===== src/rtl/xcvr_ctrl_reg.sv =====
module xcvr_ctrl_reg (
  input  logic        clk,
  input  logic        rst_n,
  input  logic        wr_en,
  input  logic [10:0] wr_data,
  output logic [10:0] rd_data,
  input  logic        sync_acq_set,
  input  logic        frame_start_set,
  input  logic        wake_in,
  output logic        sync_acq_flag,
  output logic        frame_start_flag,
  output logic        tx_enable,
  output logic        hop_enable,
  output logic        search_word,
  output logic [1:0]  search_mode,
  output logic [1:0]  mux_mode,
  output logic        bit_invert,
  output logic        coproc_access,
  output logic        asleep
);

  localparam int B_TX    = 10;
  localparam int B_WORD  = 9;
  localparam int B_HOP   = 6;
  localparam int B_SCLR  = 5;
  localparam int B_FCLR  = 4;
  localparam int B_SLPEN = 3;
  localparam int B_GO    = 0;

  typedef enum logic [1:0] {ST_AWAKE, ST_ASLEEP, ST_WOKEN} slp_t;

  logic [10:0] ctl_q;
  slp_t        st_q, st_d;
  logic        sclr_hit, fclr_hit, go_hit, slp_en_eff;

  assign sclr_hit   = wr_en &  ctl_q[B_SCLR] & ~wr_data[B_SCLR];
  assign fclr_hit   = wr_en &  ctl_q[B_FCLR] & ~wr_data[B_FCLR];
  assign go_hit     = wr_en & ~ctl_q[B_GO] & wr_data[B_GO] & wr_data[B_SLPEN];
  assign slp_en_eff = wr_en ? wr_data[B_SLPEN] : ctl_q[B_SLPEN];

  always_ff @(posedge clk or negedge rst_n) begin
    if (!rst_n)     ctl_q <= '0;
    else if (wr_en) ctl_q <= wr_data;
  end

  always_ff @(posedge clk or negedge rst_n) begin
    if (!rst_n) begin
      sync_acq_flag    <= 1'b0;
      frame_start_flag <= 1'b0;
    end else begin
      if (sync_acq_set)         sync_acq_flag <= 1'b1;
      else if (sclr_hit)        sync_acq_flag <= 1'b0;
      if (frame_start_set)      frame_start_flag <= 1'b1;
      else if (fclr_hit)        frame_start_flag <= 1'b0;
    end
  end

  always_comb begin
    st_d = st_q;
    unique case (st_q)
      ST_AWAKE:  if (go_hit) st_d = ST_ASLEEP;
      ST_ASLEEP: if (wake_in) st_d = ST_WOKEN;
      ST_WOKEN: begin
        if (go_hit)               st_d = ST_ASLEEP;
        else if (!slp_en_eff)     st_d = ST_AWAKE;
        else if (!wake_in)        st_d = ST_ASLEEP;
      end
      default: st_d = ST_AWAKE;
    endcase
  end

  always_ff @(posedge clk or negedge rst_n) begin
    if (!rst_n) st_q <= ST_AWAKE;
    else        st_q <= st_d;
  end

  assign rd_data       = ctl_q;
  assign tx_enable     = ctl_q[B_TX];
  assign search_word   = ctl_q[B_WORD];
  assign search_mode   = ctl_q[8:7];
  assign hop_enable    = ctl_q[B_HOP];
  assign mux_mode      = ctl_q[2:1];
  assign bit_invert    = ctl_q[1];
  assign coproc_access = ctl_q[2] & ctl_q[1];
  assign asleep        = (st_q == ST_ASLEEP);

endmodule



===== config.mk =====
export PLATFORM = sky130hd
export DESIGN_NAME = xcvr_ctrl_reg
export DESIGN_NICKNAME = d
export VERILOG_FILES = /design/src/rtl/xcvr_ctrl_reg.sv
export SDC_FILE = /design/constraint.sdc
export NUM_CORES = 1
export LEC_CHECK = 0
export ABC_AREA = 1
export BUFFER_PORTS_ARGS = -buffer_cell sky130_fd_sc_hd__buf_4
export CAP_MARGIN = 20
export CORE_ASPECT_RATIO = 1.1
export CORE_UTILIZATION = 38
export CTS_CLUSTER_SIZE = 20
export DETAILED_ROUTE_END_ITERATION = 8
export PLACE_DENSITY = 0.79
export SLEW_MARGIN = 0
export SYNTH_ARGS = -nofsm -noshare
export SYNTH_HDL_FRONTEND = slang
export SYNTH_SLANG_ARGS = --single-unit

===== constraint.sdc =====
create_clock -name clk -period 1.5 [get_ports clk]
set_input_delay 0.225 -clock clk [delete_from_list [all_inputs] [get_ports clk]]
set_output_delay 0.225 -clock clk [all_outputs]
set_load 0.05 [all_outputs]

==> flow_summary_export.csv <==
group,metric,value,unit
final_layout,drive_above_1_share,37.5,%
sta,setup_viol,0,
placement,dp_slack,0.460,ns
power_and_ir_drop,leakage,0.556,nW
power_and_ir_drop,combPwrFrac,41.9,%
detailed_routing,drtAntennaViolNets,0,
final_layout,final_util,59.1,%
yosys,ys_warn_count,0,
worst_setup_path,r2r-end,"st_q[1]",
sta,finalClockSkew,0.00242,ns
detailed_routing,drc,0,
yosys,yosysMostFrequentCell,"nand2_1",
global_route,grt_pass1_wl,2420,µm
placement,hpwl,1180,µm
job,drv_cap,0,
final_layout,area_growth,38.5,%
power_and_ir_drop,p_clk_share,18.2,%
min_path,hp-class,"in2reg",
die,die_area,2030,µm²
yosys,syn_inst,86,
power_and_ir_drop,power_switching,0.000544,W
yosys,synth_seq_cells,15,
cts,cts_tree,"yes",
die,die_x,43.1,µm
final_layout,fin_area,976,µm²
power_and_ir_drop,swShare,43.1,%
global_route,grt_usage,16.7,%
worst_setup_path,critical_path.startpoint,"st_q[0]",
sta,setup_ws,0.123,ns
yosys,synth.net_count,103,
min_path,min_from,"sync_acq_set",
yosys,synth_area,704,µm²
final_layout,n_antenna_cell,0,
final_layout,fin_nets,138,
yosys,synth_area_leader_cell,"dfrtp_1",
yosys,async_flop_share,100,%
sta,fin_crit,1.38,ns
worst_setup_path,crit_type,"reg2out",
sta,slew_violations,0,
global_route,gr-total-overflow,0,
sta,rsz0062_at_grt,"false",
cts,cts.sinks,15,
worst_setup_path,r2r_start,"rd_data[3]",
yosys,seq_area_frac_synth,53.3,%
cts,path_clk_slew,0.08,ns
placement,postPlaceCellArea,940,µm²
cts,clk_latency,0.29,ns
worst_setup_path,cp.arrival,1.15,ns
worst_setup_path,cp_slowest_cell,"dfrtp_1",
detailed_routing,vias_per_cell,4.82,
sta,post-route-period-util,91.8,%
cts,htree_levels,1,
worst_setup_path,crit_chain,"inv_2 > nor2_1 > buf_4",
min_path,min_path_cells,2,
worst_setup_path,crit_required,1.27,ns
worst_setup_path,regToRegSetupSlack,0.52,ns
yosys,syn_avg_cell_area,8.19,µm²
power_and_ir_drop,powerDensity,1290,nW/µm²
sta,fin_setup_tns,0,ns
detailed_routing,routed_wl,1610,µm
worst_setup_path,cp-end-kind,"output pin",
power_and_ir_drop,p_int,0.000718,W
die,core-area,1650,µm²
power_and_ir_drop,ir_worst_vdd,602,µV
yosys,yosys-top-cells-area,"dfrtp_1 (53%), nand2_1 (20%), buf_4 (9.6%)",
sta,fmax,726,MHz
global_route,grt_pass1_vias,577,
worst_setup_path,cp-start-kind,"flip-flop",
min_path,holdPathEnd,"sync_acq_flag",
worst_setup_path,critPathMaxStageDelay,0.38,ns
yosys,synth_edf_count,0,
die,rows,15,
yosys,ys_top_cells_by_count,"nand2_1 (38), dfrtp_1 (15), buf_4 (9)",
die,start_util,42.7,%
yosys,yosysTopAreaCellShare,53.3,%
cts,cts_root_buf,"clkbuf_4",
detailed_routing,firstDrtPassIters,4,
global_route,antenna_found_initial,0,
worst_setup_path,r2r_cells,4,
cts,cts_made_buffers,3,
power_and_ir_drop,seq_power_share,39.8,%
yosys,yosys_most_used_dff,"dfrtp_1",
power_and_ir_drop,power,0.00126,W
detailed_routing,drt-wirelength-per-cell,11.8,µm
cts,cts.path.max_buffers,2,
detailed_routing,drt-initial-drc-count,21,
sta,worst_slew_pin_slew,0.265,ns
placement,portBuffers,39,
sta,max_slew_margin,82.2,%
die,die-height,47.2,µm
die,io_pins,40,
yosys,yosysUniqueCellTypes,12,
worst_setup_path,crit_fanout,3,
cts,cts_resized,0,
global_route,grt_max_degree,16,
run_status,status,"finished clean",
detailed_routing,vias,661,
placement,place_congestion,0.846,
sta,final_hold_viol_count,0,
routing by layer:
layer,wire length (µm),vias up,global-route usage (%)
met5,0,-,0
met4,40,0,11.5
met3,126,5,2.69
met2,834,33,33.3
met1,612,302,15.9
li1,-,321,-
flip-flops by register name (all words and copies together), names as in the netlist:
name	count
st_q	2
rd_data	11
frame_start_flag	1
sync_acq_flag	1
what timing repair did:
action | in CTS | in global routing
endpoints found under the hold margin | 15 | 0
hold buffers | 1 | 0
endpoints found under the setup margin | 0 | 0
setup buffers | 0 | 0
cells by family after synthesis:
logic type | Yosys count | share of synthesized area [%]
AO/OA/AOI/OAI | 5 | 4.26
AND/OR/NAND/NOR | 49 | 27.5
flip-flops | 15 | 53.3
buffers and inverters | 17 | 14.9
worst max-delay path, delay by kind of cell (launching register included):
kind,cells,cell delay (ns)
flops,1,0.38
simple gates,1,0.18
buf+inv,2,0.30
metrics by stage:
step | hold WS [ns] | instances
floorplan | -0.0706 | 86
detailed placement | 0.0862 | 132
global placement | 0.0859 | 132
CTS | 0.114 | 137
finish | 0.111 | 137
global route | 0.107 | 137
worst max-delay path by stage:
stage	cells after the start	slack, ns	to
floorplan	3	0.14	st_q[0]
global placement	2	0.51	asleep
detailed placement	2	0.46	asleep
CTS	2	0.15	asleep
global route	3	0.11	asleep
finish	3	0.12	asleep
layout make-up:
type / instances / area [µm²]
fillers: 147 / 676
flip-flops and latches: 15 / 375
repair buffers: 40 / 303
multi-input cells: 54 / 224
clock buffers: 4 / 26.3
inverters: 7 / 26.3
well taps: 17 / 21.3
cell usage in the layout (no fill, tap or decap), drive strengths merged:
cell / count
nor2: 9
a21o: 2
buf: 39
dfrtp: 15
clkbuf: 4
o21ai: 1
a21oi: 2
inv: 7
nand2: 38
nand3: 2
dlygate4sd3: 1
power groups by stage:
stage	clock [W]	sequential, W	combinational [W]
detailed placement	0	0.000507	0.000524
finish	0.000230	0.000503	0.000529
global placement	0	0.000504	0.000505
global route	0.000254	0.000507	0.000559
CTS	0.000230	0.000501	0.000529
floorplan	0	0.000607	0.000271
Power figures use the tool's default switching activity.
